**src/rtl/cht_pkg.sv**
```systemverilog
package cht_pkg;

  typedef struct packed {
    logic hit;
    logic miss;
    logic evict;
  } cht_result_t;

endpackage

```
**src/rtl/cht_addr_split.sv**
```systemverilog
module cht_addr_split #(
  parameter int ADDR_W      = 16,
  parameter int SET_BITS    = 2,
  parameter int OFFSET_BITS = 4,
  localparam int TAG_W      = ADDR_W - SET_BITS - OFFSET_BITS
) (
  input  logic [ADDR_W-1:0]   addr_i,
  output logic [TAG_W-1:0]    tag_o,
  output logic [SET_BITS-1:0] set_o
);

  assign tag_o = addr_i[ADDR_W-1 -: TAG_W];
  assign set_o = addr_i[OFFSET_BITS +: SET_BITS];

  // offset bits are deliberately dropped
  logic unused_offset;
  assign unused_offset = ^addr_i[OFFSET_BITS-1:0];

endmodule

```
**src/rtl/cht_way_select.sv**
```systemverilog
module cht_way_select
  import cht_pkg::*;
#(
  parameter int WAYS      = 4,
  parameter int TAG_W     = 10,
  parameter int AGE_W     = 3,
  localparam int WAY_IDX_W = (WAYS > 1) ? $clog2(WAYS) : 1
) (
  input  logic [WAYS-1:0]            valid_i,
  input  logic [WAYS-1:0][TAG_W-1:0] tag_i,
  input  logic [WAYS-1:0][AGE_W-1:0] age_i,
  input  logic [TAG_W-1:0]           key_i,
  output logic [WAY_IDX_W-1:0]       target_o,
  output cht_result_t                result_o
);

  logic [WAYS-1:0]      hit_vec;
  logic [WAY_IDX_W-1:0] hit_way;
  logic [WAY_IDX_W-1:0] free_way;
  logic [WAY_IDX_W-1:0] old_way;
  logic [AGE_W-1:0]     old_age;
  logic                 any_hit;
  logic                 any_free;

  for (genvar w = 0; w < WAYS; w++) begin : g_cmp
    assign hit_vec[w] = valid_i[w] && (tag_i[w] == key_i);
  end

  assign any_hit  = |hit_vec;
  assign any_free = ~&valid_i;

  // descending scan: last assignment is the lowest way
  always_comb begin
    hit_way  = '0;
    free_way = '0;
    for (int w = WAYS - 1; w >= 0; w--) begin
      if (hit_vec[w])  hit_way  = WAY_IDX_W'(w);
      if (!valid_i[w]) free_way = WAY_IDX_W'(w);
    end
  end

  // ascending scan with strict compare keeps lowest way on ties
  always_comb begin
    old_way = '0;
    old_age = age_i[0];
    for (int w = 1; w < WAYS; w++) begin
      if (age_i[w] > old_age) begin
        old_way = WAY_IDX_W'(w);
        old_age = age_i[w];
      end
    end
  end

  always_comb begin
    if (any_hit)       target_o = hit_way;
    else if (any_free) target_o = free_way;
    else               target_o = old_way;
  end

  assign result_o.hit   = any_hit;
  assign result_o.miss  = ~any_hit;
  assign result_o.evict = ~any_hit & ~any_free;

endmodule

```
**src/rtl/cht_line_store.sv**
```systemverilog
module cht_line_store #(
  parameter int SET_BITS  = 2,
  parameter int WAYS      = 4,
  parameter int TAG_W     = 10,
  parameter int AGE_W     = 3,
  localparam int NUM_SETS  = 1 << SET_BITS,
  localparam int WAY_IDX_W = (WAYS > 1) ? $clog2(WAYS) : 1,
  localparam logic [AGE_W-1:0] AGE_MAX = {AGE_W{1'b1}}
) (
  input  logic                       clk_i,
  input  logic                       rst_ni,
  input  logic [SET_BITS-1:0]        set_i,
  output logic [WAYS-1:0]            rd_valid_o,
  output logic [WAYS-1:0][TAG_W-1:0] rd_tag_o,
  output logic [WAYS-1:0][AGE_W-1:0] rd_age_o,
  input  logic                       upd_i,
  input  logic [WAY_IDX_W-1:0]       upd_way_i,
  input  logic [TAG_W-1:0]           upd_tag_i
);

  logic             valid_q [NUM_SETS][WAYS];
  logic [TAG_W-1:0] tag_q   [NUM_SETS][WAYS];
  logic [AGE_W-1:0] age_q   [NUM_SETS][WAYS];

  for (genvar w = 0; w < WAYS; w++) begin : g_rd
    assign rd_valid_o[w] = valid_q[set_i][w];
    assign rd_tag_o[w]   = tag_q[set_i][w];
    assign rd_age_o[w]   = age_q[set_i][w];
  end

  always_ff @(posedge clk_i or negedge rst_ni) begin
    if (!rst_ni) begin
      for (int s = 0; s < NUM_SETS; s++) begin
        for (int w = 0; w < WAYS; w++) begin
          valid_q[s][w] <= 1'b0;
          tag_q[s][w]   <= '0;
          age_q[s][w]   <= '0;
        end
      end
    end else if (upd_i) begin
      for (int w = 0; w < WAYS; w++) begin
        if (WAY_IDX_W'(w) == upd_way_i) begin
          valid_q[set_i][w] <= 1'b1;
          tag_q[set_i][w]   <= upd_tag_i;
          age_q[set_i][w]   <= '0;
        end else if (age_q[set_i][w] != AGE_MAX) begin
          age_q[set_i][w] <= age_q[set_i][w] + 1'b1;
        end
      end
    end
  end

endmodule

```
**src/rtl/cht_stat_counters.sv**
```systemverilog
module cht_stat_counters
  import cht_pkg::*;
#(
  parameter int CNT_W = 32
) (
  input  logic              clk_i,
  input  logic              rst_ni,
  input  logic              fire_i,
  input  cht_result_t       result_i,
  output logic [CNT_W-1:0]  hit_count_o,
  output logic [CNT_W-1:0]  miss_count_o,
  output logic [CNT_W-1:0]  evict_count_o
);

  always_ff @(posedge clk_i or negedge rst_ni) begin
    if (!rst_ni) begin
      hit_count_o   <= '0;
      miss_count_o  <= '0;
      evict_count_o <= '0;
    end else if (fire_i) begin
      if (result_i.hit)   hit_count_o   <= hit_count_o + 1'b1;
      if (result_i.miss)  miss_count_o  <= miss_count_o + 1'b1;
      if (result_i.evict) evict_count_o <= evict_count_o + 1'b1;
    end
  end

endmodule

```
**src/rtl/cache_hit_tracker.sv**
```systemverilog
module cache_hit_tracker
  import cht_pkg::*;
#(
  parameter int ADDR_W      = 16,
  parameter int SET_BITS    = 2,
  parameter int OFFSET_BITS = 4,
  parameter int WAYS        = 4,
  parameter int AGE_W       = $clog2(WAYS) + 1,
  parameter int CNT_W       = 32,
  localparam int TAG_W      = ADDR_W - SET_BITS - OFFSET_BITS,
  localparam int WAY_IDX_W  = (WAYS > 1) ? $clog2(WAYS) : 1
) (
  input  logic              clk_i,
  input  logic              rst_ni,
  input  logic              req_valid_i,
  output logic              req_ready_o,
  input  logic [ADDR_W-1:0] req_addr_i,
  output logic              rsp_valid_o,
  output logic              rsp_hit_o,
  output logic              rsp_miss_o,
  output logic              rsp_evict_o,
  output logic [CNT_W-1:0]  hit_count_o,
  output logic [CNT_W-1:0]  miss_count_o,
  output logic [CNT_W-1:0]  evict_count_o
);

  logic [TAG_W-1:0]           key_tag;
  logic [SET_BITS-1:0]        key_set;
  logic [WAYS-1:0]            set_valid;
  logic [WAYS-1:0][TAG_W-1:0] set_tag;
  logic [WAYS-1:0][AGE_W-1:0] set_age;
  logic [WAY_IDX_W-1:0]       target_way;
  cht_result_t                lookup;
  logic                       fire;

  assign req_ready_o = 1'b1;
  assign fire        = req_valid_i & req_ready_o;

  cht_addr_split #(
    .ADDR_W      (ADDR_W),
    .SET_BITS    (SET_BITS),
    .OFFSET_BITS (OFFSET_BITS)
  ) i_split (
    .addr_i (req_addr_i),
    .tag_o  (key_tag),
    .set_o  (key_set)
  );

  cht_line_store #(
    .SET_BITS (SET_BITS),
    .WAYS     (WAYS),
    .TAG_W    (TAG_W),
    .AGE_W    (AGE_W)
  ) i_store (
    .clk_i      (clk_i),
    .rst_ni     (rst_ni),
    .set_i      (key_set),
    .rd_valid_o (set_valid),
    .rd_tag_o   (set_tag),
    .rd_age_o   (set_age),
    .upd_i      (fire),
    .upd_way_i  (target_way),
    .upd_tag_i  (key_tag)
  );

  cht_way_select #(
    .WAYS  (WAYS),
    .TAG_W (TAG_W),
    .AGE_W (AGE_W)
  ) i_select (
    .valid_i  (set_valid),
    .tag_i    (set_tag),
    .age_i    (set_age),
    .key_i    (key_tag),
    .target_o (target_way),
    .result_o (lookup)
  );

  cht_stat_counters #(
    .CNT_W (CNT_W)
  ) i_stats (
    .clk_i         (clk_i),
    .rst_ni        (rst_ni),
    .fire_i        (fire),
    .result_i      (lookup),
    .hit_count_o   (hit_count_o),
    .miss_count_o  (miss_count_o),
    .evict_count_o (evict_count_o)
  );

  always_ff @(posedge clk_i or negedge rst_ni) begin
    if (!rst_ni) begin
      rsp_valid_o <= 1'b0;
      rsp_hit_o   <= 1'b0;
      rsp_miss_o  <= 1'b0;
      rsp_evict_o <= 1'b0;
    end else begin
      rsp_valid_o <= fire;
      rsp_hit_o   <= fire & lookup.hit;
      rsp_miss_o  <= fire & lookup.miss;
      rsp_evict_o <= fire & lookup.evict;
    end
  end

endmodule

```
**config.mk**
```make
export PLATFORM = sky130hd
export DESIGN_NAME = cache_hit_tracker
export DESIGN_NICKNAME = d
export VERILOG_FILES = /design/src/rtl/cht_pkg.sv /design/src/rtl/cht_addr_split.sv /design/src/rtl/cht_way_select.sv /design/src/rtl/cht_line_store.sv /design/src/rtl/cht_stat_counters.sv /design/src/rtl/cache_hit_tracker.sv
export SDC_FILE = /design/constraint.sdc
export NUM_CORES = 1
export LEC_CHECK = 0
export ABC_AREA = 1
export BUFFER_PORTS_ARGS = -buffer_cell sky130_fd_sc_hd__buf_4
export CAP_MARGIN = 40
export CELL_PAD_IN_SITES_DETAIL_PLACEMENT = 0
export CELL_PAD_IN_SITES_GLOBAL_PLACEMENT = 1
export CORE_MARGIN = 1.5
export CORE_UTILIZATION = 48
export DETAILED_ROUTE_END_ITERATION = 10
export HOLD_SLACK_MARGIN = 0.03
export PLACE_DENSITY = 0.87
export SYNTH_ARGS = -nofsm -noshare
export SYNTH_HDL_FRONTEND = slang
export SYNTH_SLANG_ARGS = --single-unit
```
**constraint.sdc**
```tcl
create_clock -name clk_i -period 7.7 [get_ports clk_i]
set_input_delay 1.155 -clock clk_i [delete_from_list [all_inputs] [get_ports clk_i]]
set_output_delay 1.155 -clock clk_i [all_outputs]
set_load 0.005 [all_outputs]
```
Word level (Yosys, flattened, before mapping)
Cells that the tools add are included.
{"block": "word_totals", "reg_bits": 324, "input_bits": 19, "output_inout_bits": 101}
{"block": "op_classes", "addsub": 7, "order_cmp": 5, "n_eq_ne": 11, "muxes": 81, "n_bitwise": 18, "n_reduce_logical": 11}
{"cell": "two-way mux 160 bit", "n": 7}
{"cell": "bitwise mux 160 bit", "n": 4}
{"cell": "two-way mux 48 bit", "n": 11}
{"cell": "demux 40 bit (select 2 bit)", "n": 4}
{"cell": "AND 48 bit", "n": 4}
{"cell": "bitwise mux 48 bit", "n": 4}
{"cell": "NOT 48 bit", "n": 4}
{"cell": "two-way mux 40 bit", "n": 3}
{"cell": "two-way mux 16 bit", "n": 7}
{"cell": "adder 32 x 1 -> 32 bit (second input constant)", "n": 3}
{"cell": "demux 12 bit (select 2 bit)", "n": 4}
{"cell": "binary-select mux 40 bit (select 2 bit)", "n": 1}
{"cell": "OR 16 bit", "n": 4}
{"cell": "equality test 10 bit", "n": 4}
{"cell": "two-way mux 12 bit", "n": 3}
{"cell": "demux 4 bit (select 2 bit)", "n": 4}
{"cell": "two-way mux 30 bit", "n": 1}
{"cell": "two-way mux 2 bit", "n": 13}
{"cell": "binary-select mux 12 bit (select 2 bit)", "n": 1}
{"cell": "two-way mux 20 bit", "n": 1}
{"cell": "adder 3 x 1 -> 3 bit (second input constant)", "n": 4}
{"cell": "two-way mux 3 bit", "n": 4}
{"cell": "two-way mux 4 bit", "n": 3}
{"cell": "!= test 3 bit (second input constant)", "n": 4}
{"cell": "other kinds (18)", "n": 31}

Longest topological paths before layout
{"block": "depth", "word_depth": 26, "mapped_depth": 38}

Cells and area by module
From an unflattened synthesis, not the netlist that was laid out.
{"block": "unflattened", "hier_cells": 2117, "hier_area_um2": 16433.3}
{"module": "cht_line_store", "instances": 1, "cells_each": 1137, "area_each_um2": 9728.1, "seq_area_each_um2": 5605.4}
{"module": "cht_stat_counters", "instances": 1, "cells_each": 651, "area_each_um2": 5106.1, "seq_area_each_um2": 2402.3}
{"module": "cht_way_select", "instances": 1, "cells_each": 305, "area_each_um2": 1375.1, "seq_area_each_um2": 0.0}
{"module": "cache_hit_tracker", "instances": 1, "cells_each": 12, "area_each_um2": 133.9, "seq_area_each_um2": 100.1}
{"module": "cht_addr_split", "instances": 1, "cells_each": 12, "area_each_um2": 90.1, "seq_area_each_um2": 0.0}

Worst setup path before layout
OpenSTA, ideal clock, no wires.
{"block": "synth_path", "kind": "input port to flip-flop", "from": "input port req_addr_i[4]", "to": "register i_store.tag_q[26] (netlist bit)", "setup_time_ns": 0.117, "arrival_time_ns": 5.731, "t_required_ns": 7.583, "path_slack_ns": 1.852, "stages": 36, "n_path_buf": 5, "path_cell_list": "buf_4 > buf_6 > nor2_2 > buf_1 > clkinv_1 > o22ai_1 > a221oi_1 > ha_1 > nand2_1 > nor2_1 > nor2_1 > nand2_1 > inv_1 > a21oi_1 > a21oi_1 > ha_1 > nand2_1 > o21a_1 > o21bai_1 > nand2_1 > o21ai_0 > ha_1 > and3_1 > a21oi_1 > inv_1 > nand2_1 > o21ai_1 > nand3_1 > nand2_2 > buf_6 > nand3_4 > nor2_2 > nand2_1 > buf_2 > nand2_1 > nand2_1"}
{"block": "synth_between", "elab_chain_cells": 23}
{"element": "start, declared", "line_no": "cache_hit_tracker.sv:17", "text": "input logic [ADDR_W-1:0] req_addr_i,"}
{"element": "NOT 2 -> 3 bit (implied by the code) *"}
{"element": "binary-select mux 12 bit (select 2 bit)", "line_no": "cht_line_store.sv:28", "text": "assign rd_age_o[w] = age_q[set_i][w];"}
{"element": "two-way mux 12 bit (implied by the code) (2 in series)", "line_no": "cht_line_store.sv:28"}
{"element": "greater-than comparator 3 bit", "line_no": "cht_way_select.sv:47", "text": "if (age_i[w] > old_age) begin"}
{"element": "two-way mux 3 bit", "line_no": "cht_way_select.sv:47"}
{"element": "greater-than comparator 3 bit", "line_no": "cht_way_select.sv:47"}
{"element": "two-way mux 3 bit", "line_no": "cht_way_select.sv:47"}
{"element": "greater-than comparator 3 bit", "line_no": "cht_way_select.sv:47"}
{"element": "[6 not listed]"}
{"element": "bitwise mux 160 bit", "line_no": "cht_line_store.sv:44", "text": "tag_q[set_i][w] <= upd_tag_i;"}
{"element": "two-way mux 160 bit", "line_no": "cht_line_store.sv:42", "text": "if (WAY_IDX_W'(w) == upd_way_i) begin"}
{"element": "two-way mux 160 bit", "line_no": "cht_line_store.sv:40", "text": "end else if (upd_i) begin"}
{"element": "bitwise mux 160 bit", "line_no": "cht_line_store.sv:44"}
{"element": "two-way mux 160 bit", "line_no": "cht_line_store.sv:42"}
{"element": "two-way mux 160 bit", "line_no": "cht_line_store.sv:40"}
{"element": "bitwise mux 160 bit", "line_no": "cht_line_store.sv:44"}
{"element": "two-way mux 160 bit *", "line_no": "cht_line_store.sv:42"}
{"element": "end signal, assigned by index", "line_no": "cht_line_store.sv:44"}
{"element": "end, declared", "line_no": "cht_line_store.sv:22", "text": "logic [TAG_W-1:0] tag_q [NUM_SETS][WAYS];"}
Every way passes the cells marked *; elsewhere a longest branch is shown, timed or not. The select of a mux whose other input is x is not followed.
A chain may end at the register's enable or synchronous reset.

Worst setup path after layout
{"block": "layout_path", "from": "input port req_addr_i[4]", "to": "register i_store.tag_q[125] (netlist bit)"}
The elaborated chain is that of the path after synthesis.

==> qor.tcl <==
set qor(grtUsageTotal_pct) 26.5
set qor(drv_slew) 0
set qor(worstMarginPinSlew_ns) 0.891
set qor(detailedPlace.worstSlack_ns) 0.558
set qor(area_of_the_die_um2) 40100
set qor(peakVddDrop_mv) 0.207
set qor(proportion_of_layout_cells_with_a_drive_suffix_above_1_pct) 8.93
set qor(post_detailed_route_via_to_cell_ratio) 5.27
set qor(run_status) {finished, final reports clean}
set qor(yosys_register_bits) 324
set qor(antenna_violating_nets_post_route) 0
set qor(detail_route.drc_violations) 0
set qor(path_common_cell) {nand2_1}
set qor(cts_tree) {yes}
set qor(dpl.hpwl_um) 35300
set qor(largest_net_degree_at_the_start_of_global_routing) 118
set qor(final.setup_skew_ns) 0.0175
set qor(antenna_found_initial) 0
set qor(post_synth.cell_area_avg_um2) 7.00
set qor(worst_slack_ns) 1.01
set qor(post_cts.resized_instances) 0
set qor(drt_pre_antenna_iters) 5
set qor(clk_pin_slew_ns) 0.06
set qor(tns_ns) 0
set qor(cts.hold.buffers_added) 0
set qor(drv.max_cap_violation_count) 0
set qor(cts.sink_count) 324
set qor(yosysWarnings) 0
set qor(maximum_fanout_count_along_the_critical_path) 40
set qor(drt_iter0_markers) 1433
set qor(finish.net_count) 2764
set qor(critPathKind) {in2reg}
set qor(first_global_vias) 16331
set qor(global_route_wire_length_before_repair_um) 86500
set qor(sequential_to_total_area_share_from_yosys_stat_pct) 43.4
set qor(placed_cells_incl_taps) 3202
set qor(finalSetupViolations) 0
set qor(cpPeakStageDelay_ns) 0.58
set qor(synth_top_cells_by_count) {nand2_1 (1224), dfrtp_1 (324), nand3_1 (204)}
set qor(diodes) 0
set qor(io_pins) 120
set qor(report.final.hold_viol_count) 0
set qor(worst_path_max_delay_cell) {inv_2}
set qor(cells_after_synth) 2668
set qor(yosys_top_cell_by_area) {dfrtp_1}
set qor(floorplan.die.width_um) 200
set qor(leakage_uw) 0.0111
set qor(synth-main-ff-cell) {dfrtp_1}
set qor(final-instance-count-excl-fill) 3273
set qor(final.period_utilization_pct) 86.9
set qor(count_of_filler_cells_inserted_in_the_layout) 3738
set qor(worstPathArrival_ns) 7.17
set qor(yosysTopAreaCellShare_pct) 43.4
set qor(vias) 17244
set qor(cp-endpoint) {i_store.tag_q[125]}
set qor(dieHeight_um) 200
set qor(synth_area_leaders) {dfrtp_1 (43%), nand2_1 (25%), nand3_1 (5.5%)}
set qor(r2r_end) {i_store.tag_q[125]}
set qor(sum_of_routed_wire_length_over_all_layers_um) 52500
set qor(async_set_or_reset_flop_fraction_in_the_synthesized_netlist_pct) 100
set qor(yosysMostFrequentCell) {nand2_1}
set qor(start_util_pct) 48.5
set qor(portBuffers) 114
set qor(clockBufferDepth) 3
set qor(insertion_delay_ns) 0.56
set qor(coreArea_um2) 38500
set qor(critPathLaunch) {req_addr_i[4]}
set qor(max_freq_ghz) 0.150
set qor(rsz_0062_raised_after_global_routing) {no}
set qor(finalWeightedCongestion) 0.935
set qor(worst_r2r_startpoint) {i_store.age_q[43]}
set qor(start_kind) {input port}
set qor(gr-total-overflow) 0
set qor(power-per-cell-area_nw_per_um2) 328
set qor(post_syn_nets) 2707
set qor(critical_path.endpoint_type) {flip-flop}
set qor(r2r.worst_path.cells) 29
set qor(cp.required_ns) 8.18
set qor(final.min_clock_period_ns) 6.69
set qor(unique_cell_type_count_in_the_yosys_netlist) 45
set qor(synth.cell_area_um2) 18700
set qor(cts_post_setup_buffers_inserted) 0
set qor(area_added_between_synthesis_and_finish_pct) 13.4
set qor(tritoncts.num_buffers) 39
set qor(core.rowCount) 72
set qor(number_of_enable_flip_flop_cells_after_synthesis) 0
set qor(regToRegSetupSlack_ns) 2.04
set qor(clock-root-buffer) {clkbuf_16}
set qor(maxSlewHeadroom_pct) 40.6
set qor(min_path_type) {reg2reg}
set qor(h-tree-depth) 2
set qor(detail_route.wl_per_cell_um) 16.0
-- critical path: cells and delay by family --
| kind | cells | cell delay (ns) |
|---|---|---|
| buffers and inverters | 6 | 1.58 |
| and+or+nand+nor | 14 | 1.92 |
| adders and majority gates | 3 | 0.81 |
| AOI/OAI and AO/OA | 8 | 1.67 |
-- power by group --
part | internal [µW] | leakage, µW | total [µW] | switching [µW]
registers | 2270 | 0.00403 | 2630 | 361
clock network | 1190 | 0.000675 | 1930 | 747
logic | 869 | 0.00645 | 2370 | 1500
total | 4330 | 0.0111 | 6940 | 2610
-- cell families (layout without fill, tap and decap cells) --
family / after synthesis / after routing / share of synthesized area (%)
other: 1 / 1 / 0.0201
buffers and inverters: 313 / 400 / 7.25
adders and majority gates: 20 / 20 / 1.34
DFF: 324 / 324 / 43.4
xor gates and xnor gates: 92 / 92 / 4.32
AOI/OAI and AO/OA: 157 / 157 / 4.66
and+or+nand+nor: 1761 / 1761 / 39.0
-- through the flow --
stage | hold WS [ns] | cell area [µm²] | utilization (%) | power, µW
after CTS | 0.453 | 21200 | 55.0 | 6990
after global routing | 0.482 | 21200 | 55.0 | 7480
final | 0.451 | 21200 | 55.0 | 6940
after detailed placement | 0.437 | 19800 | 51.5 | 5020
after global placement | 0.430 | 19800 | 51.4 | 4930
after floorplan | 0.419 | 18700 | - | 4350
-- flip-flops by register name, summed over array words and instances, names as in the netlist --
name / cells
i_stats.evict_count_o: 32
i_stats.hit_count_o: 32
i_stats.miss_count_o: 32
i_store.age_q: 48
i_store.tag_q: 160
i_store.valid_q: 16
rsp_evict_o: 1
rsp_hit_o: 1
rsp_miss_o: 1
rsp_valid_o: 1
-- cell usage in the layout (no fill, tap or decap), types with 14 or more instances in the layout --
cell type	synthesis	routed
nor2_1	170	166
nor3_1	81	81
clkbuf_16	0	41
clkinv_2	0	14
o21ai_0	60	60
nor4_1	20	20
ha_1	20	20
nand3_1	204	204
xnor2_1	19	19
inv_1	176	176
dfrtp_1	324	324
nand4_1	31	31
nand2_1	1224	1224
xor2_1	73	73
o21ai_1	56	56
buf_4	16	139
-- worst min path at each step --
| stage | depth (start not counted) | start | to |
|---|---|---|---|
| 5_1_grt | 2 | i_store.valid_q[5] | i_store.valid_q[5] |
| 2_1_floorplan | 2 | i_store.valid_q[15] | i_store.valid_q[15] |
| 4_1_cts | 2 | i_store.valid_q[15] | i_store.valid_q[15] |
| 3_3_place_gp | 2 | i_store.valid_q[7] | i_store.valid_q[7] |
| 6_report | 2 | i_store.valid_q[15] | i_store.valid_q[15] |
| 3_5_place_dp | 2 | i_store.valid_q[15] | i_store.valid_q[15] |
-- area by class of cell --
cell class	instances	area, µm²	area share, %
inverters	185	702	3.32
well taps	518	648	3.06
repair buffers	144	1150	5.41
clock buffers	49	1110	5.22
multi-input cells	2031	9220	43.5
flip-flops and latches	324	8110	38.3
clock inverters	22	244	1.15
-- metal layers --
layer  wire length, µm  GRT usage (%)  vias to the layer above  share of wire (%)
met2             24300           43.1                      484                 46
li1                  -              -                     8526                  -
met5                 0              0                        -                  0
met4              1130           7.28                        0                2.2
met3              2950           3.60                       75                5.6
met1             24200           37.2                     8159                 46
Power figures use the tool's default switching activity.
